`config.mk`:
```
export PLATFORM = sky130hd
export DESIGN_NAME = launch_ctrl
export DESIGN_NICKNAME = d
export VERILOG_FILES = /design/src/rtl/launch_pkg.sv /design/src/rtl/launch_rr_arb.sv /design/src/rtl/launch_slot.sv /design/src/rtl/launch_ctrl.sv
export SDC_FILE = /design/constraint.sdc
export NUM_CORES = 1
export LEC_CHECK = 0
export BUFFER_PORTS_ARGS = -buffer_cell sky130_fd_sc_hd__buf_2
export CORE_MARGIN = 2
export CORE_UTILIZATION = 40
export CTS_CLUSTER_SIZE = 10
export DETAILED_ROUTE_END_ITERATION = 8
export PLACE_DENSITY = 0.78
export SLEW_MARGIN = 20
export SYNTH_ARGS = -nofsm -noshare
export SYNTH_HDL_FRONTEND = slang
export SYNTH_SLANG_ARGS = --single-unit
```
`constraint.sdc`:
```
create_clock -name clk -period 13.7 [get_ports clk]
set_input_delay 3.425 -clock clk [delete_from_list [all_inputs] [get_ports clk]]
set_output_delay 3.425 -clock clk [all_outputs]
set_load 0.005 [all_outputs]
```
`src/rtl/launch_pkg.sv`:
```
package launch_pkg;

   typedef enum logic [1:0] {
      SLOT_IDLE = 2'd0,
      SLOT_LOAD = 2'd1,
      SLOT_RUN  = 2'd2
   } slot_state_e;

endpackage

```
`src/rtl/launch_rr_arb.sv`:
```
module launch_rr_arb #(
   parameter int N = 4
) (
   input  logic                 clk,
   input  logic                 rst_n,
   input  logic [N-1:0]         req,
   output logic [N-1:0]         gnt,
   output logic [$clog2(N)-1:0] gnt_idx
);
   localparam int IW = $clog2(N);

   logic [IW-1:0] last_q;
   logic          found;
   logic [IW-1:0] idx;

   always_comb begin
      gnt     = '0;
      gnt_idx = '0;
      found   = 1'b0;
      idx     = '0;
      for (int k = 1; k <= N; k++) begin
         idx = IW'((int'(last_q) + k) % N);
         if (!found && req[idx]) begin
            found        = 1'b1;
            gnt[idx]     = 1'b1;
            gnt_idx      = idx;
         end
      end
   end

   always_ff @(posedge clk) begin
      if (!rst_n) last_q <= IW'(N - 1);
      else if (found) last_q <= gnt_idx;
   end

   p_gnt_onehot_r11 : assert property (@(posedge clk) disable iff (!rst_n)
      $onehot0(gnt));
   p_gnt_needs_req_r11 : assert property (@(posedge clk) disable iff (!rst_n)
      (gnt & ~req) == '0);
   p_rotate_r11 : assert property (@(posedge clk) disable iff (!rst_n)
      (found && req == {N{1'b1}}) |=> (!found || gnt_idx != $past(gnt_idx)));

endmodule

```
`src/rtl/launch_slot.sv`:
```
module launch_slot
   import launch_pkg::*;
#(
   parameter int PTR_W       = 16,
   parameter int LOCAL_LONGS = 512
) (
   input  logic               clk,
   input  logic               rst_n,
   input  logic               launch,
   input  logic               hubx,
   input  logic [2*PTR_W-1:0] desc,
   input  logic               halt,
   input  logic               copy_done,
   output logic               busy,
   output logic               stop,
   output logic               go,
   output logic               hub,
   output logic [PTR_W-1:0]   pc,
   output logic [PTR_W-1:0]   ptra,
   output logic [PTR_W-1:0]   ptrb,
   output logic               copy_req
);
   localparam logic [PTR_W-1:0] LOCAL_LIM = PTR_W'(LOCAL_LONGS);

   slot_state_e      state_q;
   logic             stop_q, go_q, hub_q;
   logic [PTR_W-1:0] pc_q, ptra_q, ptrb_q;
   logic [PTR_W-1:0] start_addr;

   assign start_addr = desc[PTR_W-1:0];

   always_ff @(posedge clk) begin
      if (!rst_n) begin
         state_q <= SLOT_IDLE;
         stop_q  <= 1'b0;
         go_q    <= 1'b0;
         hub_q   <= 1'b0;
         pc_q    <= '0;
         ptra_q  <= '0;
         ptrb_q  <= '0;
      end else begin
         stop_q <= 1'b0;
         go_q   <= 1'b0;
         if (launch) begin
            stop_q <= (state_q != SLOT_IDLE);
            ptra_q <= desc[2*PTR_W-1:PTR_W];
            ptrb_q <= start_addr;
            if (hubx) begin
               state_q <= SLOT_RUN;
               go_q    <= 1'b1;
               hub_q   <= (start_addr >= LOCAL_LIM);
               pc_q    <= start_addr;
            end else begin
               state_q <= SLOT_LOAD;
            end
         end else if (state_q == SLOT_LOAD && copy_done) begin
            state_q <= SLOT_RUN;
            go_q    <= 1'b1;
            hub_q   <= 1'b0;
            pc_q    <= '0;
         end else if (state_q == SLOT_RUN && halt) begin
            state_q <= SLOT_IDLE;
         end
      end
   end

   assign busy     = (state_q != SLOT_IDLE);
   assign stop     = stop_q;
   assign go       = go_q;
   assign hub      = hub_q;
   assign pc       = pc_q;
   assign ptra     = ptra_q;
   assign ptrb     = ptrb_q;
   assign copy_req = (state_q == SLOT_LOAD);

   p_ptr_load_r2 : assert property (@(posedge clk) disable iff (!rst_n)
      launch |=> (ptrb == $past(start_addr) && ptra == $past(desc[2*PTR_W-1:PTR_W])));
   p_restart_busy_r4 : assert property (@(posedge clk) disable iff (!rst_n)
      (launch && busy) |=> (stop && busy));
   p_copy_end_r8 : assert property (@(posedge clk) disable iff (!rst_n)
      (copy_req && copy_done && !launch) |=> (go && !hub && !copy_req));
   p_xip_nocopy_r9 : assert property (@(posedge clk) disable iff (!rst_n)
      (launch && hubx) |=> (go && !copy_req));
   p_halt_idle_r12 : assert property (@(posedge clk) disable iff (!rst_n)
      (state_q == SLOT_RUN && halt && !launch) |=> !busy);

endmodule

```
`src/rtl/launch_ctrl.sv`:
```
module launch_ctrl #(
   parameter int NUM_CORES   = 4,
   parameter int PTR_W       = 16,
   parameter int LOCAL_LONGS = 512,
   localparam int CID_W      = $clog2(NUM_CORES),
   localparam int DESC_W     = 2 * PTR_W
) (
   input  logic                        clk,
   input  logic                        rst_n,
   input  logic [NUM_CORES-1:0]        req_valid,
   input  logic [NUM_CORES*DESC_W-1:0] req_desc,
   input  logic [NUM_CORES*CID_W-1:0]  req_core,
   input  logic [NUM_CORES-1:0]        req_alloc,
   input  logic [NUM_CORES-1:0]        req_hubx,
   input  logic [NUM_CORES-1:0]        req_reg,
   output logic [NUM_CORES-1:0]        req_gnt,
   output logic                        rsp_valid,
   output logic [CID_W-1:0]            rsp_id,
   output logic [CID_W-1:0]            rsp_core,
   output logic                        rsp_nofree,
   output logic                        rsp_wr,
   input  logic [NUM_CORES-1:0]        core_halt,
   output logic [NUM_CORES-1:0]        core_stop,
   output logic [NUM_CORES-1:0]        core_go,
   output logic [NUM_CORES-1:0]        core_hub,
   output logic [NUM_CORES*PTR_W-1:0]  core_pc,
   output logic [NUM_CORES*PTR_W-1:0]  core_ptra,
   output logic [NUM_CORES*PTR_W-1:0]  core_ptrb,
   output logic [NUM_CORES-1:0]        core_busy,
   output logic [NUM_CORES-1:0]        copy_req,
   input  logic [NUM_CORES-1:0]        copy_done
);

   if (NUM_CORES < 2 || NUM_CORES != (1 << CID_W)) begin : g_bad_cores
      $error("launch_ctrl: NUM_CORES must be a power of two, at least 2");
   end
   if (PTR_W < 2 || LOCAL_LONGS < 1 || LOCAL_LONGS >= (1 << PTR_W)) begin : g_bad_ptr
      $error("launch_ctrl: LOCAL_LONGS must fit below 2**PTR_W");
   end

   logic [CID_W-1:0]     gnt_idx;
   logic                 any_gnt;
   logic [DESC_W-1:0]    sel_desc;
   logic [CID_W-1:0]     sel_core;
   logic                 sel_alloc, sel_hubx, sel_reg;
   logic                 free_found;
   logic [CID_W-1:0]     free_idx;
   logic [CID_W-1:0]     target;
   logic                 do_launch;
   logic [NUM_CORES-1:0] launch_vec;

   launch_rr_arb #(.N(NUM_CORES)) u_arb (
      .clk     (clk),
      .rst_n   (rst_n),
      .req     (req_valid),
      .gnt     (req_gnt),
      .gnt_idx (gnt_idx)
   );

   assign any_gnt   = |req_gnt;
   assign sel_desc  = req_desc[gnt_idx*DESC_W +: DESC_W];
   assign sel_core  = req_core[gnt_idx*CID_W +: CID_W];
   assign sel_alloc = req_alloc[gnt_idx];
   assign sel_hubx  = req_hubx[gnt_idx];
   assign sel_reg   = req_reg[gnt_idx];

   always_comb begin
      free_found = 1'b0;
      free_idx   = '0;
      for (int i = NUM_CORES - 1; i >= 0; i--) begin
         if (!core_busy[i]) begin
            free_found = 1'b1;
            free_idx   = CID_W'(i);
         end
      end
   end

   assign target     = sel_alloc ? free_idx : sel_core;
   assign do_launch  = any_gnt && (!sel_alloc || free_found);
   assign launch_vec = do_launch ? (NUM_CORES'(1) << target) : '0;

   for (genvar c = 0; c < NUM_CORES; c++) begin : g_slot
      launch_slot #(.PTR_W(PTR_W), .LOCAL_LONGS(LOCAL_LONGS)) u_slot (
         .clk       (clk),
         .rst_n     (rst_n),
         .launch    (launch_vec[c]),
         .hubx      (sel_hubx),
         .desc      (sel_desc),
         .halt      (core_halt[c]),
         .copy_done (copy_done[c]),
         .busy      (core_busy[c]),
         .stop      (core_stop[c]),
         .go        (core_go[c]),
         .hub       (core_hub[c]),
         .pc        (core_pc[c*PTR_W +: PTR_W]),
         .ptra      (core_ptra[c*PTR_W +: PTR_W]),
         .ptrb      (core_ptrb[c*PTR_W +: PTR_W]),
         .copy_req  (copy_req[c])
      );
   end

   always_ff @(posedge clk) begin
      if (!rst_n) begin
         rsp_valid  <= 1'b0;
         rsp_id     <= '0;
         rsp_core   <= '0;
         rsp_nofree <= 1'b0;
         rsp_wr     <= 1'b0;
      end else begin
         rsp_valid  <= any_gnt;
         rsp_id     <= gnt_idx;
         rsp_core   <= do_launch ? target : '0;
         rsp_nofree <= any_gnt && sel_alloc && !free_found;
         rsp_wr     <= any_gnt && sel_alloc && sel_reg;
      end
   end

   p_nofree_full_r6 : assert property (@(posedge clk) disable iff (!rst_n)
      (rsp_valid && rsp_nofree) |-> ($past(&core_busy) && core_stop == '0));
   p_wr_needs_rsp_r7 : assert property (@(posedge clk) disable iff (!rst_n)
      rsp_wr |-> rsp_valid);
   p_one_launch_r3 : assert property (@(posedge clk) disable iff (!rst_n)
      $countones(core_stop) <= 1);

endmodule

```
==> results of run 1 <==
## stage by stage
stage	util	instance area, um2
4_1_cts	0.507	13200
3_3_place_gp	0.479	12400
6_report	0.508	13200
3_5_place_dp	0.479	12400
2_1_floorplan	-	10500
5_1_grt	0.508	13200
## sequential cells by signal, indices dropped and copies added (netlist names), 2 cells and up
signal and count:
rsp_id 2, g_slot.u_slot.state_q 8, u_arb.last_q 2, g_slot.u_slot.pc 64
g_slot.u_slot.hub 4, g_slot.u_slot.ptrb 64, rsp_core 2, g_slot.u_slot.ptra 64
g_slot.u_slot.stop 4, g_slot.u_slot.go 4
## layout by cell type (no fill, tap or decap), types with 27 or more instances in the layout
cell type  synthesis  final
nand3_1           71     71
o21a_1            52     52
nor2_1            88     87
o21ai_0           36     36
dfxtp_1          221    221
clkbuf_16          0     27
o22ai_1           30     30
and2_1            45     44
buf_2             20    383
a21oi_1           94     94
nand2_1          356    353
## worst max-delay path by stage
stage | from | endpoint | slack, ns | cells past startpoint
floorplan | req_valid[3] | req_gnt[1] | 5.45 | 7
global placement | req_valid[1] | req_gnt[1] | 5.03 | 7
detailed placement | req_valid[1] | req_gnt[1] | 5.02 | 7
CTS | req_valid[1] | req_gnt[1] | 5.03 | 7
global route | req_valid[1] | req_gnt[0] | 4.90 | 7
finish | req_valid[3] | req_gnt[1] | 4.98 | 7
## metal layers
metal  part of all wire  up-vias
li1                   -     5216
met2               0.46      599
met5                  0        -
met3              0.089      122
met1               0.39     5132
met4              0.059        0
## area by class of cell
class	count	area [um2]	share of cell area
multi-input cells	989	5460	0.414
flip-flops and latches	221	4420	0.335
repair buffers	401	2060	0.156
clock buffers	31	701	0.0531
well taps	335	419	0.0318
inverters	26	98.8	0.00749
clock inverters	1	30.0	0.00228
diodes	2	5.00	0.000379
## cells by family (layout without fill, tap and decap cells)
| family | Yosys count | in the layout | share of synthesized area |
|---|---|---|---|
| other | 0 | 2 | 0 |
| buffers and inverters | 151 | 459 | 0.0676 |
| multiplexers | 29 | 29 | 0.0347 |
| flip-flops | 221 | 221 | 0.420 |
| adder cells (fa/ha/maj) | 8 | 8 | 0.00951 |
| AND/OR/NAND/NOR | 633 | 633 | 0.266 |
| AO/OA/AOI/OAI | 319 | 319 | 0.202 |
## Yosys cell counts (3+ instances only)
cell type    n  area (um2)
a211oi_1     4        30.0
a21oi_1     94         470
a221o_1      3        30.0
a221oi_1     3        26.3
a22o_1      16         140
a31oi_1     26         163
and2_0      11        68.8
and2_1      45         282
buf_1        6        22.5
buf_2       20         100
buf_4       22         165
buf_6        5        56.3
clkbuf_1    72         270
dfxtp_1    221        4420
ha_1         8         100
inv_1       24        90.1
mux2_2       8        90.1
mux2i_1     14         140
mux4_2       5         113
nand2_1    356        1340
nand2b_1     6        37.5
nand3_1     71         355
nand4_1      3        18.8
nor2_1      88         330
nor2b_1      6        37.5
nor3_1       5        25.0
o211a_1      3        30.0
o211ai_1     5        37.5
o21a_1      52         390
o21ai_0     36         180
o221ai_1    18         158
o22a_1       4        35.0
o22ai_1     30         188
o32ai_1      3        26.3
or2_0       13        81.3
or2_2        4        25.0
or3_1       12        75.1
## worst min-delay path: cells and delay by family, from the launching register on
family | cells | cell delay [ns]
and+or+nand+nor | 1 | 0.05
DFF | 1 | 0.30
AOI/OAI and AO/OA | 1 | 0.05
==> flow_metrics.py, run 1 <==
metrics = {
    "timing": {
        "worstMarginPinSlew_ns": 1.09,
        "fin_tns_setup_ns": 0,
        "rsz0062_at_grt": "no",
        "max_freq_ghz": 0.115,
        "fin_crit_sh": 0.637,
        "relSlewSlack": 0.276,
        "finalWorstSetupSlack_ns": 4.98,
        "fin_skew_ns": 0.00940,
        "fin_crit_ns": 8.72,
        "finalMaxSlewViolations": 0,
        "setup_viol": 0,
        "holdWs_ns": 0.451,
        "hold_viol": 0,
    },
    "critical_path": {
        "cp_top_family": "simple AND/OR/NAND/NOR gates",
        "startpoint_type": "input pin",
        "crit_path_max_incr_delay_ns": 0.60,
        "cp-end-kind": "output pin",
        "reg2reg_depth": 13,
        "crit_required_ns": 10.27,
        "regToRegStartpoint": "u_arb.last_q[0]",
        "crit_chain": "buf_2 > mux4_2 > nor2b_1 > a221o_1 > o21ai_0 > nand2_1 > buf_2",
        "critPathArrivalTime_ns": 5.30,
        "r2r-end": "g_slot[3].u_slot.go",
        "path_buf_inv": 2,
        "path_max_fanout": 11,
        "path_class": "input pin to output pin",
        "worst_path_max_delay_cell": "mux4_2",
        "r2r_slack_ns": 7.68,
        "path_common_cell": "buf_2",
    },
    "layout": {
        "fill_cells": 2484,
        "fin_cells": 2006,
        "layout-drive-gt1-share": 0.287,
        "area_growth_pct": 25.3,
        "fin_nets": 1835,
    },
    "place": {
        "dpl_worst_slack_ns": 5.02,
        "dp_cells": 1972,
        "port_buffers": 384,
        "place.gp.congestion": 0.889,
        "dp_hpwl_um": 27400,
    },
    "clocking": {
        "post-cts-setup-buffers": 0,
        "clk_pin_slew_ns": 0.06,
        "cts-hold-fix-buffers": 0,
        "clk_path_buf_depth": 3,
        "h-tree-depth": 1,
        "clock_sinks": 221,
        "clkLatencyLatePin_ns": 0.52,
        "cts_buffers": 26,
        "cts_resized": 0,
        "root_buffer": "clkbuf_16",
        "cts_tree": "built",
    },
    "route": {
        "ant_nets": 0,
        "routed_wl_um": 38700,
        "routedWlPerCell_um": 19.3,
        "route.detailed.drc": 0,
        "vias_per_cell": 5.52,
        "vias": 11100,
        "drtIter0Drc": 1008,
        "drtPass1Iterations": 6,
    },
    "synth": {
        "ys_seq_area_frac": 0.420,
        "synth.distinct_cells": 67,
        "syn_avg_cell_area_um2": 7.74,
        "syn-num-nets": 1531,
        "ys.flop_type": "dfxtp_1",
        "ys_ff_latch": 221,
        "synth_edf_count": 0,
        "syn_inst": 1361,
        "netlist_area_um2": 10500,
        "async_reset_ff_frac": 0,
        "synth_warnings": 0,
    },
    "die": {
        "die-area_um2": 27600,
        "die_width_um": 166,
        "core_area_um2": 26000,
        "pin_count": 385,
        "initial_core_util": 0.405,
        "std_cell_rows": 59,
        "die_h_um": 166,
    },
    "grt": {
        "use_met1": 0.317,
        "grt_pass1_wl_um": 58600,
        "grtUsageTotal": 0.267,
        "grt_pass1_vias": 10400,
        "use_met3": 0.0620,
        "grt_max_degree": 106,
        "grt_use_met2": 0.443,
        "antenna_found_initial": 2,
        "grt-ovfl-total": 0,
        "busiest_layer": "met2",
    },
    "job": {
        "maxCapViolCount": 0,
    },
    "worst_hold_path": {
        "hold_class": "flip-flop to flip-flop",
        "hold_path_end": "g_slot[3].u_slot.ptra[12]",
        "hold_path_depth": 2,
        "hold_start": "g_slot[3].u_slot.ptra[12]",
    },
    "outcome": {
        "outcome": "complete, no violations",
    },
}
Power of run 1 is not shown: default switching activity piles up to over one toggle a cycle in this logic, so the estimate is an artifact.
==> inputs of run 2 (changes only) <==
==> constraint.sdc (replaced) <==
create_clock -name clk -period 8.75 [get_ports clk]
set_input_delay 2.1875 -clock clk [delete_from_list [all_inputs] [get_ports clk]]
set_output_delay 2.1875 -clock clk [all_outputs]
set_load 0.005 [all_outputs]
==> run 2 against run 1 <==
Worst setup slack got worse by 2.8 ns. Wire length shrank 0.82%. Worst hold slack lost 0.0012 ns. Count of clock-buffer cells in the layout down 3. Register-to-register slack worse by 4.9 ns. Critical path depth grew 4. Sequential share of layout area rose by 0.070 points. Cell count hardly changed. Die area unchanged.
==> flow_metrics.py, run 2 (same netlist as run 1, synthesis figures left out) <==
metrics = {
    "route": {
        "vias": 11100,
        "route.detailed.drc": 0,
        "vias_per_cell": 5.52,
        "wl_met3_um": 3460,
        "routedWlPerCell_um": 19.1,
        "drtPass1Iterations": 5,
        "routed_wl_um": 38300,
        "drtIter0Drc": 1153,
        "wl_met2_um": 18200,
        "ant_nets": 0,
        "met1Wirelength_um": 15100,
        "routed.top_layer": "met4",
    },
    "worst_hold_path": {
        "hold_class": "flip-flop to flip-flop",
    },
    "outcome": {
        "outcome": "complete, no violations",
    },
    "critical_path": {
        "crit_chain": "buf_2 > mux4_2 > nor2b_1 > o21ai_4 > nand2_2 > a21boi_1 > mux2i_1 > mux2i_1 > nand2_2 > or2_2 > a21oi_1",
        "worst_path_max_delay_cell": "nand2_2",
        "startpoint_type": "input pin",
        "path_class": "input pin to flip-flop",
        "cp-end-kind": "flip-flop",
        "path_max_fanout": 53,
        "crit_required_ns": 9.18,
        "crit_path_max_incr_delay_ns": 0.79,
        "critPathArrivalTime_ns": 6.97,
    },
    "place": {
        "placed_area_um2": 12400,
        "dp_hpwl_um": 27300,
        "port_buffers": 384,
        "place.gp.congestion": 0.871,
    },
    "clocking": {
        "cts_tree": "built",
        "cts_buffers": 26,
        "post-cts-setup-buffers": 0,
        "cts-hold-fix-buffers": 0,
        "clock_sinks": 221,
        "clkLatencyLatePin_ns": 0.53,
        "root_buffer": "clkbuf_16",
        "clk_pin_slew_ns": 0.06,
        "clk_path_buf_depth": 3,
        "h-tree-depth": 1,
        "cts_resized": 0,
    },
    "die": {
        "initial_core_util": 0.405,
        "pin_count": 385,
        "std_cell_rows": 59,
        "die_width_um": 166,
        "die-area_um2": 27600,
        "core_area_um2": 26000,
        "die_h_um": 166,
    },
    "layout": {
        "final_common_cell": "buf_2",
        "multiInputGateArea_um2": 5460,
        "final_cell_mix": "383 x buf_2, 353 x nand2_1, 221 x dfxtp_1",
        "final_area_um2": 13200,
        "area_growth_pct": 25.1,
        "final-seq-area_um2": 4420,
        "layout-drive-gt1-share": 0.287,
        "fill_cells": 2462,
        "fin_nets": 1835,
    },
    "timing": {
        "fin_tns_setup_ns": 0,
        "fin_crit_ns": 6.54,
        "fin_skew_ns": 0.0288,
        "max_freq_ghz": 0.153,
        "setup_viol": 0,
        "hold_viol": 0,
        "finalMaxSlewViolations": 0,
        "rsz0062_at_grt": "no",
        "fin_crit_sh": 0.747,
        "worstMarginPinSlew_ns": 1.17,
        "relSlewSlack": 0.223,
    },
    "grt": {
        "grt_max_degree": 105,
        "grt_pass1_vias": 10300,
        "grt_pass1_wl_um": 58400,
        "grt-ovfl-total": 0,
        "grtUsageTotal": 0.264,
        "antenna_found_initial": 2,
    },
    "job": {
        "maxCapViolCount": 0,
    },
}
## run 2: changes by cell type in the layout (fill, tap and decap cells not counted)
cell / previous run / this run
and2_2: 0 / 1
o21ai_2: 1 / 0
and2_4: 1 / 0
diode_2: 2 / 1
clkbuf_1: 3 / 2
o21ai_1: 1 / 2
nand2b_2: 2 / 1
clkbuf_8: 1 / 0
clkbuf_16: 27 / 26
buf_6: 1 / 0
buf_4: 17 / 18
clkinv_8: 0 / 1
nand2b_4: 0 / 1
clkinv_2: 1 / 2
## run 2: worst max-delay path, delay by kind of cell
family / cells / cell delay (ns)
AO/OA/AOI/OAI: 3 / 0.50
AND/OR/NAND/NOR: 4 / 2.56
buffers and inverters: 1 / 0.14
multiplexers: 3 / 1.53
## run 2: final timing paths
check,to,slack (ns),depth (start not counted),from
setup / recovery,g_slot[3].u_slot.ptra[1],2.21,11,req_valid[1]
hold / removal,g_slot[3].u_slot.ptra[12],0.45,2,g_slot[3].u_slot.ptra[12]
setup reg to reg,g_slot[3].u_slot.ptra[1],2.76,14,u_arb.last_q[0]
hold reg to reg,g_slot[3].u_slot.ptra[12],0.45,2,g_slot[3].u_slot.ptra[12]
## run 2: area by class of cell
| class | count | area share |
|---|---|---|
| tap | 335 | 0.0318 |
| sequential | 221 | 0.336 |
| antenna | 1 | 0.000190 |
| timing repair buffer | 401 | 0.156 |
| clock buffer | 28 | 0.0500 |
| multi-input combinational | 989 | 0.415 |
| clock inverter | 3 | 0.00390 |
| inverter | 26 | 0.00751 |
## run 2: metal layers
layer,vias up,global-route usage
li1,5211,-
met3,90,0.0574
met4,0,0.104
met5,-,0
met2,562,0.449
met1,5197,0.326
## run 2: stage by stage
stage,utilization,setup WS [ns],hold slack [ns],std cells
final,0.507,2.21,0.450,2004
after global routing,0.507,1.81,0.464,2004
after CTS,0.506,2.22,0.452,2003
after detailed placement,0.479,1.66,0.445,1972
after global placement,0.479,1.91,0.439,1972
after floorplan,-,2.97,0.434,1361
Power of run 2 is left out for the same reason.
==> inputs of run 3 (changes only) <==
--- a/config.mk
+++ b/config.mk
@@ -5,12 +5,13 @@
 export SDC_FILE = /design/constraint.sdc
 export NUM_CORES = 1
 export LEC_CHECK = 0
+export ABC_AREA = 1
 export BUFFER_PORTS_ARGS = -buffer_cell sky130_fd_sc_hd__buf_2
 export CORE_MARGIN = 2
 export CORE_UTILIZATION = 40
 export CTS_CLUSTER_SIZE = 10
 export DETAILED_ROUTE_END_ITERATION = 8
-export PLACE_DENSITY = 0.78
+export PLACE_DENSITY = 0.79
 export SLEW_MARGIN = 20
 export SYNTH_ARGS = -nofsm -noshare
 export SYNTH_HDL_FRONTEND = slang
==> constraint.sdc (replaced) <==
create_clock -name clk -period 6.84 [get_ports clk]
set_input_delay 1.71 -clock clk [delete_from_list [all_inputs] [get_ports clk]]
set_output_delay 1.71 -clock clk [all_outputs]
set_load 0.005 [all_outputs]
==> run 3 against run 2 <==
Die area is 5.6% lower. Sequential share of layout area is 2.0 points higher. Count of clock-buffer cells in the layout is 2 higher. Cell area is 5.7% lower. Global-route usage is 0.79 points higher. Synthesized cell count is 0.44% higher. Sequential cell count stayed put. Utilization is 0.36 points higher. Cell count is 0.25% lower. Worst hold slack better by 0.011 ns. Register-to-register slack worse by 0.91 ns. Critical endpoint is now g_slot[1].u_slot.ptra[13]. Largest cell class unchanged.
==> flow_metrics.py, run 3 <==
metrics = {
    "clocking": {
        "root_buffer": "clkbuf_16",
        "clk_pin_slew_ns": 0.05,
        "clock_sinks": 221,
        "cts_resized": 0,
        "cts-hold-fix-buffers": 0,
        "cts_buffers": 26,
        "post-cts-setup-buffers": 0,
        "h-tree-depth": 1,
        "clk_path_buf_depth": 3,
        "clkLatencyLatePin_ns": 0.52,
        "cts_tree": "built",
    },
    "synth": {
        "ys.flop_type": "dfxtp_1",
        "syn_inst": 1367,
        "ys_ff_latch": 221,
        "syn-num-nets": 1537,
        "netlist_area_um2": 9920,
        "syn_avg_cell_area_um2": 7.26,
        "yosysMostFrequentCell": "nand2_1",
        "synth_edf_count": 0,
        "synth_top_area_share": 0.446,
        "yosys-top-cells-count": "436 x nand2_1, 221 x dfxtp_1, 150 x nand3_1",
        "netlist_top_cells_area": "dfxtp_1 45%, nand2_1 16%, nand3_1 7.6%",
        "async_reset_ff_frac": 0,
        "synth_largest_area_cell": "dfxtp_1",
        "ys_seq_area_frac": 0.446,
        "synth_warnings": 0,
        "synth.distinct_cells": 35,
    },
    "critical_path": {
        "path_max_fanout": 78,
        "crit_required_ns": 7.27,
        "path_common_cell": "nand2_1",
        "worst_path_max_delay_cell": "inv_2",
        "startpoint_type": "input pin",
        "critPathArrivalTime_ns": 5.51,
        "cp-end-kind": "flip-flop",
        "crit_path_max_incr_delay_ns": 0.87,
        "crit_chain": "buf_2 > inv_1 > nand2_1 > nand3_1 > nand2_2 > a21oi_1 > nand2_1 > nand2_4 > nand2_4 > nand2_1 > nand3_2 > nand2_2 > nand2_1 > nand2_2 > nand3_4 > inv_2 > nand2_1 > a21oi_1",
        "path_class": "input pin to flip-flop",
    },
    "layout": {
        "fin_nets": 1842,
        "layout-drive-gt1-share": 0.284,
        "final_cell_mix": "436 x nand2_1, 384 x buf_2, 221 x dfxtp_1",
        "final_area_um2": 12400,
        "fill_cells": 2368,
        "final_util": 0.510,
        "area_growth_pct": 25.1,
        "antenna_cells": 0,
        "final_common_cell": "nand2_1",
    },
    "grt": {
        "grt-ovfl-total": 0,
        "grtUsageTotal": 0.272,
        "grt_max_degree": 99,
        "grt_pass1_wl_um": 55900,
        "antenna_found_initial": 0,
        "grt_pass1_vias": 10100,
    },
    "outcome": {
        "outcome": "complete, no violations",
    },
    "place": {
        "dpl_worst_slack_ns": 1.33,
        "port_buffers": 384,
        "dp_hpwl_um": 26000,
        "place.gp.congestion": 0.936,
        "placed_area_um2": 11700,
    },
    "die": {
        "pin_count": 385,
        "die-area_um2": 26100,
        "core_area_um2": 24300,
        "std_cell_rows": 57,
        "initial_core_util": 0.408,
        "die_width_um": 161,
        "die_h_um": 161,
    },
    "route": {
        "drtIter0Drc": 929,
        "drtPass1Iterations": 6,
        "vias_per_cell": 5.36,
        "routedWlPerCell_um": 18.6,
        "vias": 10700,
        "routed_wl_um": 37100,
        "ant_nets": 0,
        "route.detailed.drc": 0,
    },
    "timing": {
        "fin_crit_ns": 5.09,
        "rsz0062_at_grt": "no",
        "hold_viol": 0,
        "setup_viol": 0,
        "fin_tns_setup_ns": 0,
        "fin_crit_sh": 0.744,
        "fin_skew_ns": 0.0137,
        "worstMarginPinSlew_ns": 1.06,
        "finalWorstSetupSlack_ns": 1.75,
        "relSlewSlack": 0.296,
        "max_freq_ghz": 0.197,
        "finalMaxSlewViolations": 0,
    },
    "job": {
        "maxCapViolCount": 0,
    },
    "worst_hold_path": {
        "hold_class": "flip-flop to flip-flop",
    },
}
[run 3: cell count changes after synthesis, sizes merged, moves of 21 or more]
| cell | before | now |
|---|---|---|
| inv | 25 | 49 |
| a21oi | 94 | 137 |
| o21a | 52 | 0 |
| nand4 | 3 | 37 |
| clkbuf | 72 | 30 |
| nand2 | 356 | 455 |
| and2 | 56 | 0 |
| a31oi | 26 | 0 |
| nand3 | 73 | 158 |
| buf | 53 | 85 |
| o21ai | 39 | 60 |
[run 3: logic make-up after synthesis]
kind of cell | count (synthesis) | synth area share
and+or+nand+nor | 745 | 0.334
AOI/OAI and AO/OA | 229 | 0.126
DFF | 221 | 0.446
adders and majority gates | 8 | 0.0101
buffers and inverters | 164 | 0.0848
[run 3: critical path: cells and delay by family]
family,cells,cell delay (ns)
simple gates,13,2.36
buf+inv,3,1.04
compound gates,2,0.33
[run 3: per-stage QoR]
| step | hold slack, ns | std cells |
|---|---|---|
| after detailed placement | 0.453 | 1968 |
| after global routing | 0.479 | 1999 |
| after CTS | 0.462 | 1999 |
| after global placement | 0.449 | 1968 |
| after floorplan | 0.443 | 1367 |
| final | 0.461 | 1999 |
[run 3: area by class of cell]
cell class	instances	area [um2]	area share
clock buffers	30	707	0.0570
flip-flops and latches	221	4420	0.356
repair buffers	392	1980	0.160
multi-input cells	982	4660	0.376
well taps	324	405	0.0327
inverters	49	199	0.0160
clock inverters	1	30.0	0.00242
[run 3: final timing paths]
kind                                 start                   endpoint  slack [ns]  depth (start not counted)
setup / recovery              req_valid[2]  g_slot[1].u_slot.ptra[13]        1.75                         18
hold reg to reg   g_slot[0].u_slot.ptrb[5]   g_slot[0].u_slot.ptrb[5]        0.46                          2
setup reg to reg           u_arb.last_q[0]  g_slot[1].u_slot.ptra[13]        1.85                         18
hold / removal    g_slot[0].u_slot.ptrb[5]   g_slot[0].u_slot.ptrb[5]        0.46                          2
[run 3: routing by layer]
layer  vias up  track usage  part of all wire
met3        94       0.0670             0.097
met2       576        0.452              0.47
li1       5090            -                 -
met5         -            0                 0
met1      4952        0.338              0.39
met4         0        0.109             0.041
Power of run 3 is left out for the same reason.
